### src/rtl/sar_pkg.sv
// Package sar_pkg
// Shared register offsets, control-bit positions and the sequencer state
// type for the converter sequencer. Assumes a 4-bit byte address.
package sar_pkg;
    typedef enum logic [1:0] {
        ST_IDLE   = 2'd0,
        ST_SETTLE = 2'd1,
        ST_CONV   = 2'd2
    } sar_state_t;

    localparam logic [3:0] OFF_RESULT = 4'h0;
    localparam logic [3:0] OFF_STATUS = 4'h4;
    localparam logic [3:0] OFF_CTRL   = 4'h8;
    localparam logic [3:0] OFF_DELAY  = 4'hC;

    localparam int CTRL_IRQ_ST = 6;
    localparam int CTRL_IRQ_EN = 5;
    localparam int CTRL_PWR    = 3;
endpackage

### src/rtl/sar_tick_gen.sv
// Module sar_tick_gen
// Produces a one-cycle enable every DIV clocks. This enable is the
// converter tick. Assumes DIV >= 1. The tick runs freely; it does not
// restart when a conversion begins.
module sar_tick_gen #(
    parameter int DIV = 4
) (
    input  logic clk,
    input  logic rst_n,
    output logic tick
);
    localparam int CW = (DIV > 1) ? $clog2(DIV) : 1;
    localparam logic [CW-1:0] LAST = CW'(DIV - 1);

    logic [CW-1:0] cnt;

    // Wrapping divider counter.
    always_ff @(posedge clk) begin
        if (!rst_n)           cnt <= '0;
        else if (cnt == LAST) cnt <= '0;
        else                  cnt <= cnt + 1'b1;
    end

    assign tick = (cnt == LAST);
endmodule

### src/rtl/sar_engine.sv
// Module sar_engine
// Settle-delay counter and binary-search sequencer. A start pulse loads
// the settle count. The engine then waits that many ticks and resolves
// one bit per tick, MSB first. done_now marks the tick that resolves the
// last bit, and final_code carries the completed code in that cycle.
// Assumes chan is held steady by the caller while busy, and that
// cmp_hi depends only on dac_code and the channel.
module sar_engine
    import sar_pkg::*;
#(
    parameter int RES_W  = 10,
    parameter int DLY_W  = 6,
    parameter int CH_W   = 3,
    parameter int NUM_CH = 3
) (
    input  logic             clk,
    input  logic             rst_n,
    input  logic             tick,
    input  logic             start,
    input  logic             abort,
    input  logic [DLY_W-1:0] dly,
    input  logic [CH_W-1:0]  chan,
    input  logic             cmp_hi,
    output logic             busy,
    output logic             done_now,
    output logic [RES_W-1:0] final_code,
    output logic [RES_W-1:0] dac_code
);
    localparam int IDX_W = $clog2(RES_W);
    localparam logic [IDX_W-1:0] TOP_IDX = IDX_W'(RES_W - 1);

    sar_state_t       state;
    logic [DLY_W-1:0] cnt;
    logic [RES_W-1:0] acc;
    logic [IDX_W-1:0] bit_idx;
    logic [RES_W-1:0] trial;
    logic             chan_ok;
    logic             keep;

    assign trial   = RES_W'(1) << bit_idx;
    assign chan_ok = (chan < CH_W'(NUM_CH));
    assign keep    = cmp_hi && chan_ok;

    // Sequencer: idle -> settle (D ticks) -> ten search ticks -> idle.
    always_ff @(posedge clk) begin
        if (!rst_n) begin
            state   <= ST_IDLE;
            cnt     <= '0;
            acc     <= '0;
            bit_idx <= '0;
        end else if (abort) begin
            state <= ST_IDLE;
        end else begin
            case (state)
                ST_IDLE: if (start) begin
                    acc     <= '0;
                    bit_idx <= TOP_IDX;
                    cnt     <= dly;
                    state   <= (dly == '0) ? ST_CONV : ST_SETTLE;
                end
                ST_SETTLE: if (tick) begin
                    cnt <= cnt - 1'b1;
                    if (cnt == DLY_W'(1)) state <= ST_CONV;
                end
                ST_CONV: if (tick) begin
                    if (keep) acc <= acc | trial;
                    if (bit_idx == '0) state   <= ST_IDLE;
                    else               bit_idx <= bit_idx - 1'b1;
                end
                default: state <= ST_IDLE;
            endcase
        end
    end

    // Outputs: busy level, last-step strobe and code, and DAC trial code.
    always_comb begin
        busy       = (state != ST_IDLE);
        done_now   = (state == ST_CONV) && tick && (bit_idx == '0);
        final_code = keep ? (acc | trial) : acc;
        dac_code   = (state == ST_CONV) ? (acc | trial) : '0;
    end

    // the first search step always trials the MSB alone.
    p_msb_first_r5: assert property (@(posedge clk) disable iff (!rst_n)
        (state == ST_CONV && $past(state) != ST_CONV) |-> (dac_code == trial && bit_idx == TOP_IDX));

    // a grounded channel never accumulates a bit.
    p_grounded_zero_r6: assert property (@(posedge clk) disable iff (!rst_n)
        (state != ST_IDLE && !chan_ok) |-> (acc == '0));
endmodule

### src/rtl/sar_adc_ctrl.sv
// Module sar_adc_ctrl
// Register window and control policy for the converter sequencer. It
// decodes APB-style transfers (no wait states), holds the control,
// settle and result registers, and decides between start, abort and
// ignore on each control write. It also gates the interrupt.
// Assumes paddr and pwdata are stable during the access phase.
module sar_adc_ctrl
    import sar_pkg::*;
#(
    parameter int ADDR_W   = 4,
    parameter int DATA_W   = 32,
    parameter int RES_W    = 10,
    parameter int DLY_W    = 6,
    parameter int CH_W     = 3,
    parameter int NUM_CH   = 3,
    parameter int TICK_DIV = 4
) (
    input  logic              clk,
    input  logic              rst_n,
    input  logic              psel,
    input  logic              penable,
    input  logic              pwrite,
    input  logic [ADDR_W-1:0] paddr,
    input  logic [DATA_W-1:0] pwdata,
    output logic [DATA_W-1:0] prdata,
    input  logic              cmp_hi,
    output logic [RES_W-1:0]  dac_code,
    output logic [CH_W-1:0]   adc_chan,
    output logic              adc_pwr,
    output logic              irq
);
    logic             tick;
    logic             busy;
    logic             done_now;
    logic [RES_W-1:0] final_code;

    logic             irq_st;
    logic             irq_en;
    logic             pwr;
    logic [CH_W-1:0]  chan;
    logic [DLY_W-1:0] dly;
    logic [RES_W-1:0] result;

    logic wr, wr_ctrl, wr_dly, ctrl_take, start, abort;
    logic unused_wdata;

    assign unused_wdata = ^{pwdata[DATA_W-1:CTRL_IRQ_ST+1], pwdata[CTRL_PWR+1]};

    // Transfer decode and control-write policy.
    always_comb begin
        wr        = psel && penable && pwrite;
        wr_ctrl   = wr && (paddr == ADDR_W'(OFF_CTRL));
        wr_dly    = wr && (paddr == ADDR_W'(OFF_DELAY));
        ctrl_take = wr_ctrl && (!busy || !pwdata[CTRL_PWR]);
        start     = ctrl_take && pwdata[CTRL_PWR];
        abort     = ctrl_take && busy && !pwdata[CTRL_PWR];
    end

    sar_tick_gen #(.DIV(TICK_DIV)) u_tick (
        .clk   (clk),
        .rst_n (rst_n),
        .tick  (tick)
    );

    sar_engine #(
        .RES_W  (RES_W),
        .DLY_W  (DLY_W),
        .CH_W   (CH_W),
        .NUM_CH (NUM_CH)
    ) u_engine (
        .clk        (clk),
        .rst_n      (rst_n),
        .tick       (tick),
        .start      (start),
        .abort      (abort),
        .dly        (dly),
        .chan       (chan),
        .cmp_hi     (cmp_hi),
        .busy       (busy),
        .done_now   (done_now),
        .final_code (final_code),
        .dac_code   (dac_code)
    );

    // Control register: software fields, and the interrupt status set on completion.
    always_ff @(posedge clk) begin
        if (!rst_n) begin
            irq_st <= 1'b0;
            irq_en <= 1'b0;
            pwr    <= 1'b0;
            chan   <= '0;
        end else if (ctrl_take) begin
            irq_st <= irq_st & pwdata[CTRL_IRQ_ST];
            irq_en <= pwdata[CTRL_IRQ_EN];
            pwr    <= pwdata[CTRL_PWR];
            chan   <= pwdata[CH_W-1:0];
        end else if (done_now) begin
            irq_st <= 1'b1;
        end
    end

    // Settle-count register.
    always_ff @(posedge clk) begin
        if (!rst_n)      dly <= '0;
        else if (wr_dly) dly <= pwdata[DLY_W-1:0];
    end

    // Result register: loaded only by a completed, non-aborted search.
    always_ff @(posedge clk) begin
        if (!rst_n)                 result <= '0;
        else if (done_now && !abort) result <= final_code;
    end

    // Read mux.
    always_comb begin
        prdata = '0;
        if (psel && !pwrite) begin
            case (paddr)
                ADDR_W'(OFF_RESULT): prdata = DATA_W'(result);
                ADDR_W'(OFF_STATUS): prdata = DATA_W'(busy);
                ADDR_W'(OFF_CTRL):   prdata = DATA_W'({irq_st, irq_en, 1'b0, pwr, chan});
                ADDR_W'(OFF_DELAY):  prdata = DATA_W'(dly);
                default:             prdata = '0;
            endcase
        end
    end

    assign adc_chan = chan;
    assign adc_pwr  = pwr;
    assign irq      = irq_st && irq_en;

    // the engine is never active with power off.
    p_busy_needs_pwr_r3: assert property (@(posedge clk) disable iff (!rst_n)
        busy |-> pwr);

    // the interrupt status rises only as a conversion finishes.
    p_irq_on_finish_r7: assert property (@(posedge clk) disable iff (!rst_n)
        $rose(irq_st) |-> $fell(busy));

    // an idle write of zero leaves everything off.
    p_clear_r8: assert property (@(posedge clk) disable iff (!rst_n)
        (wr_ctrl && !busy && pwdata == '0) |=> (!irq_st && !adc_pwr && !irq));

    // a power-on write during a conversion changes nothing.
    p_ignore_busy_r9: assert property (@(posedge clk) disable iff (!rst_n)
        (wr_ctrl && busy && pwdata[CTRL_PWR]) |=> (chan == $past(chan) && irq_en == $past(irq_en) && busy));

    // a power-off write during a conversion aborts it at once.
    p_abort_r10: assert property (@(posedge clk) disable iff (!rst_n)
        (wr_ctrl && busy && !pwdata[CTRL_PWR]) |=> (!busy && !irq_st && $stable(result)));
endmodule

### config.mk
export PLATFORM = sky130hd
export DESIGN_NAME = sar_adc_ctrl
export DESIGN_NICKNAME = d
export VERILOG_FILES = /design/src/rtl/sar_pkg.sv /design/src/rtl/sar_tick_gen.sv /design/src/rtl/sar_engine.sv /design/src/rtl/sar_adc_ctrl.sv
export SDC_FILE = /design/constraint.sdc
export NUM_CORES = 1
export LEC_CHECK = 0
export BUFFER_PORTS_ARGS = -buffer_cell sky130_fd_sc_hd__buf_2
export CAP_MARGIN = 20
export CORE_ASPECT_RATIO = 1.1
export CORE_UTILIZATION = 30
export DETAILED_ROUTE_END_ITERATION = 10
export MAX_ROUTING_LAYER = met4
export SETUP_SLACK_MARGIN = 0.1
export SYNTH_ARGS = -nofsm -noshare
export SYNTH_HDL_FRONTEND = slang
export SYNTH_SLANG_ARGS = --single-unit
### constraint.sdc
create_clock -name clk -period 4.64 [get_ports clk]
set_input_delay 0.928 -clock clk [delete_from_list [all_inputs] [get_ports clk]]
set_output_delay 0.928 -clock clk [all_outputs]
set_load 0.03 [all_outputs]
# --- Word level (Yosys, flattened, before mapping) ---
# Cells that the tools add are included.
classes:
  order_cmp: 1
  n_reduce_logical: 33
  n_addsub: 3
  shifts: 1
  bitwise: 4
  muxes: 23
  n_eq_ne: 13
ops:
  columns: ["operator", "n"]
  rows:
  - ["2-to-1 mux 10 bit", 5]
  - ["one-hot mux 10 bit (4 select lines)", 1]
  - ["one-hot mux 10 bit (2 select lines)", 1]
  - ["logical AND 1 bit", 14]
  - ["2-to-1 mux 2 bit", 6]
  - ["2-to-1 mux 4 bit", 3]
  - ["2-to-1 mux 6 bit", 2]
  - ["one-hot mux 6 bit (2 select lines)", 1]
  - ["bitwise OR 10 bit", 1]
  - ["AND reduction 5 bit", 2]
  - ["<< shifter 1 x 4 -> 10 bit (first input constant)", 1]
  - ["== test 4 bit (second input constant)", 2]
  - ["logical NOT 4 bit", 2]
  - ["!= test 2 x 1 -> 1 bit (second input constant)", 4]
  - ["one-hot mux 4 bit (2 select lines)", 1]
  - ["AND reduction 4 bit", 2]
  - ["nonzero test 2 bit", 4]
  - ["== test 6 x 1 -> 1 bit (second input constant)", 1]
  - ["logical NOT 6 bit", 1]
  - ["one-hot mux 2 bit (3 select lines)", 1]
  - ["subtractor 6 x 1 -> 6 bit (second input constant)", 1]
  - ["== test 2 bit (second input constant)", 2]
  - ["== test 4 x 3 -> 1 bit (second input constant)", 1]
  - ["logical NOT 1 bit", 4]
  - ["other kinds (11)", 15]
word_totals:
  reg_bits: 46
  elab_cells: 89

# --- Longest topological paths before layout ---
logic_depth:
  depth_word: 8
  ltp_mapped: 7
  ltp_nobuf: 6

# --- Modules after synthesis ---
# A second synthesis with hierarchy kept.
unflattened:
  cells_unflattened: 385
  hier_area_um2: 3047.9
modules_own_cells:
  columns: ["module", "seq_area_each_um2", "instances", "cells_each", "area_each_um2"]
  rows:
  - ["sar_adc_ctrl", 440.4, 1, 188, 1495.2]
  - ["sar_engine", 440.4, 1, 192, 1478.9]
  - ["sar_tick_gen", 40.0, 1, 5, 73.8]

# --- Worst setup path after synthesis ---
# No wires, ideal clock.
synth_path:
  path_kind: "input to output"
  from: "in paddr[2]"
  to: "out prdata[0]"
  path_buffers: 1
  path_slack_ps: 1665
  required_time_ps: 3712
  path_stages: 4
  t_arrival_ps: 2047
  cell_sequence: "buf_1 a21oi_1 a211o_1 a21oi_1"
synth_between:
  elab_chain_len: 3
  word_cells_on_any_way: 6
  cone_classes: "eq/ne: 3; mux: 2; reduce/logical: 1"
synth_rtl:
  columns: ["element", "line", "text"]
  rows:
  - ["start: declaration", "sar_adc_ctrl.sv:23", "input logic [ADDR_W-1:0] paddr,"]
  - ["== test 4 bit, or another cell as far along", "sar_adc_ctrl.sv:118", "case (paddr)"]
  - ["one-hot mux 10 bit (4 select lines) *", "sar_adc_ctrl.sv:118", null]
  - ["2-to-1 mux 10 bit *", "sar_adc_ctrl.sv:117", "if (psel && !pwrite) begin"]
  - ["end: declaration", "sar_adc_ctrl.sv:25", "output logic [DATA_W-1:0] prdata,"]
# Every way passes the cells marked *; elsewhere a longest branch is shown, timed or not.

# --- Worst setup path after layout ---
layout_path:
  from: "reg u_engine.bit_idx[0]"
  to: "out dac_code[0]"
layout_between:
  elab_chain_len: 3
layout_rtl:
  columns: ["element", "line", "text"]
  rows:
  - ["start: declaration", "sar_engine.sv:35", "logic [IDX_W-1:0] bit_idx;"]
  - ["start signal: assignment", "sar_engine.sv:68", "else bit_idx <= bit_idx - 1'b1;"]
  - ["<< shifter 1 x 4 -> 10 bit", "sar_engine.sv:40", "assign trial = RES_W'(1) << bit_idx;"]
  - ["bitwise OR 10 bit", "sar_engine.sv:80", "dac_code = (state == ST_CONV) ? (acc | trial) : '0;"]
  - ["2-to-1 mux 10 bit", "sar_engine.sv:80", null]
  - ["end: declaration", "sar_adc_ctrl.sv:27", "output logic [RES_W-1:0] dac_code,"]
# Every way passes these cells.

==> impl_metrics.toml <==
[outcome]
outcome = "complete, no violations"

[logic_synthesis]
yosysMostFrequentCell = "dfxtp_1"
synth-main-ff-cell = "dfxtp_1"
yosysWarnings = 0
ys_async_sr_fraction_pct = 0
synth-xor-area-share_pct = 0
synthTopCellsByArea = "dfxtp_1 (33%), nor2_1 (6.1%), buf_4 (6.0%)"
syn_area_sq_um = 2770
ys_types = 56
synthMuxAreaShare_pct = 7.45
yosys.area_share.adder_pct = 3.61
ys_seq_area_share_pct = 33.2
synth_top_family_by_area = "simple AND/OR/NAND/NOR gates"
synth_compound_area_share_pct = 17.4
synth_edf_count = 0
syn_inst = 344
avgSynthCellArea_sq_um = 8.05
yosys-top-cells-count = "dfxtp_1 (46), nor2_1 (45), nor3_1 (23), buf_4 (22), nand3_1 (19)"
synthSimpleGateAreaFrac_pct = 27.8
ys_seq_elements = 46
synth_top_area_share_pct = 33.2
synth_top_area_cell = "dfxtp_1"

[worst_setup_path]
required_ns = 3.71
crit_path_frequent_cell = "nor2_1"
path_cells = "inv_1, ha_1, nor3b_1, nor2_1, nor2_1, buf_2"
cp_max_fo = 7
crit_slowest_cell = "nor3b_1"
criticalPathCategory = "reg -> out"
arrival_ns = 2.27
endpoint_kind = "output port"
slowest_delay_ns = 0.67
startpoint_type = "register"

[cells_and_area]
num-nets-final = 419
synthToLayoutAreaGrowth_pct = 9.62
diodes = 0
final_core_util_pct = 34.0
nFillCells = 971
final_cells = 484
layout-drive-gt1-share_pct = 15.1

[floorplan]
die_w_um = 93.6
io_pins = 89
start_util_pct = 31.1
placementRows = 36
die_area_sq_um = 9620
coreArea_sq_um = 8920
die_h_um = 103

[pwr]
pwr_density_cell_nw_per_um2 = 236
peakVddDrop_mv = 0.0982
leakage_nw = 1.19
clockPowerShare_pct = 34.8
combPwrFrac_pct = 9.4
seq_power_share_pct = 55.8
swShare_pct = 27.6
p_switching_w = 0.000198
internal_power_w = 0.000518
fin_total_pwr_w = 0.000716

[detailed_routing]
wl_per_cell_um = 14.9
avgViaCountPerCell = 5.32
drt_iter0_markers = 110
route.detailed.drc = 0
final_antenna_net_count = 0
dr.pass1.iters = 4
vias = 2574
drt-total-wl_um = 7200

[placed_design]
hpwl_um = 5330
gp_congestion = 0.873
place_ws_ns = 1.44
portBuffers = 41
placedCellCount = 476

[sta]
finalCriticalPeriod_ns = 3.20
tightest_slew_ns = 0.930
setup_viol = 0
layout_setup_ws_ns = 1.44
finalHoldViolCount = 0
rsz0062_at_grt = "no"
setup_tns_ns = 0
max_freq_mhz = 313
fin_skew_ns = 0.0109
period_share_pct = 68.9
drv_slew = 0
relSlewSlack_pct = 37.4

[cts]
cts_tree = "yes"
clk_latency_ns = 0.30
path_clk_slew_ns = 0.10
holdBufCountCts = 0
htreeDepth = 2
cts_made_buffers = 5
root_buffer = "clkbuf_8"
clockBufferDepth = 2
cts_sinks = 46
postCtsSetupRepairBufs = 0
ctsResizeCount = 0

[global_route]
grt_overflow = 0
grt_antenna_before_repair = 0
grt_pass1_wl_um = 11600
grt_util_met2_pct = 25.2
grtUsageTotal_pct = 15.8
use_met3_pct = 2.80
grt_pass1_vias = 2280
grt_util_met1_pct = 20.8
grt_max_degree = 35
top_usage_layer = "met2"

[run]
maxCapViolCount = 0

[min_path]
hp-class = "reg -> reg"
[critical path: cells and delay by family (launching register included)]
family	cells	cell delay [ns]
buffers and inverters	2	0.35
DFF	1	0.37
and+or+nand+nor	3	0.95
adders and majority gates	1	0.28
[sequential cells by signal, indices dropped and copies added (netlist names)]
register,cells
u_engine.bit_idx,4
irq_st,1
irq_en,1
adc_pwr,1
u_engine.cnt,6
result,10
u_engine.state,2
adc_chan,3
u_tick.cnt,2
u_engine.acc,10
dly,6
[per-stage QoR]
stage          hold WS [ns]  cell area (sq um)
2_1_floorplan         0.408               2850
3_3_place_gp          0.415               2950
5_1_grt               0.468               3040
3_5_place_dp          0.427               2950
6_report              0.444               3040
4_1_cts               0.441               3040
[final timing paths]
| path | start | to | slack (ns) | depth (start not counted) |
|---|---|---|---|---|
| max | u_engine.bit_idx[0] | dac_code[0] | 1.44 | 6 |
| min | u_tick.cnt[0] | u_tick.cnt[0] | 0.44 | 1 |
| max reg2reg | u_engine.bit_idx[0] | result[2] | 2.14 | 7 |
| min reg2reg | u_tick.cnt[0] | u_tick.cnt[0] | 0.44 | 1 |
[routing by layer]
layer | vias to the layer above | routed length [um]
li1 | 1274 | -
met1 | 1224 | 3410
met2 | 67 | 3430
met3 | 9 | 276
met4 | 0 | 91
met5 | - | 0
[cell usage in the layout (no fill, tap or decap), types with 3 or more instances in the layout]
| cell | Yosys | final |
|---|---|---|
| dfxtp_1 | 46 | 46 |
| nor2_1 | 45 | 45 |
| buf_2 | 1 | 41 |
| nor3_1 | 23 | 23 |
| conb_1 | 1 | 22 |
| nand3_1 | 19 | 19 |
| a21oi_1 | 16 | 16 |
| mux2i_1 | 15 | 15 |
| o21ai_0 | 14 | 14 |
| nand4_1 | 11 | 11 |
| nand2_1 | 10 | 10 |
| inv_1 | 8 | 8 |
| a211oi_1 | 8 | 8 |
| ha_1 | 8 | 8 |
| nor2b_1 | 5 | 5 |
| and3_1 | 5 | 5 |
| mux2_2 | 5 | 5 |
| a22oi_1 | 5 | 5 |
| clkbuf_8 | 0 | 5 |
| a32o_1 | 4 | 4 |
| nor3b_1 | 3 | 3 |
| nor4b_1 | 3 | 3 |
| o31ai_1 | 3 | 3 |
| nor4_1 | 3 | 3 |
| a2111oi_0 | 3 | 3 |
[kinds of logic (layout without fill, tap and decap cells)]
kind of cell | after synthesis | count (layout)
and+or+nand+nor | 145 | 145
muxes | 20 | 20
other | 1 | 22
DFF | 46 | 46
adders and majority gates | 8 | 8
AOI/OAI and AO/OA | 70 | 70
buffers and inverters | 54 | 59
[power groups by stage]
stage / sequential, W / combinational [W] / clock, W
floorplan: 0.000408 / 0.0000650 / 0
global placement: 0.000408 / 0.0000656 / 0
detailed placement: 0.000409 / 0.0000669 / 0
CTS: 0.000399 / 0.0000671 / 0.000257
global route: 0.000400 / 0.0000739 / 0.000273
finish: 0.000399 / 0.0000673 / 0.000249
[final cells by class]
class / instances / area (sq um) / area share (%)
clock buffers: 6 / 72.6 / 2.39
clock inverters: 2 / 13.8 / 0.453
inverters: 9 / 33.8 / 1.11
multi-input cells: 265 / 1640 / 54.0
flip-flops and latches: 46 / 921 / 30.3
well taps: 114 / 143 / 4.70
repair buffers: 42 / 213 / 7.00
Note: power is estimated with default switching activity, not from simulation.
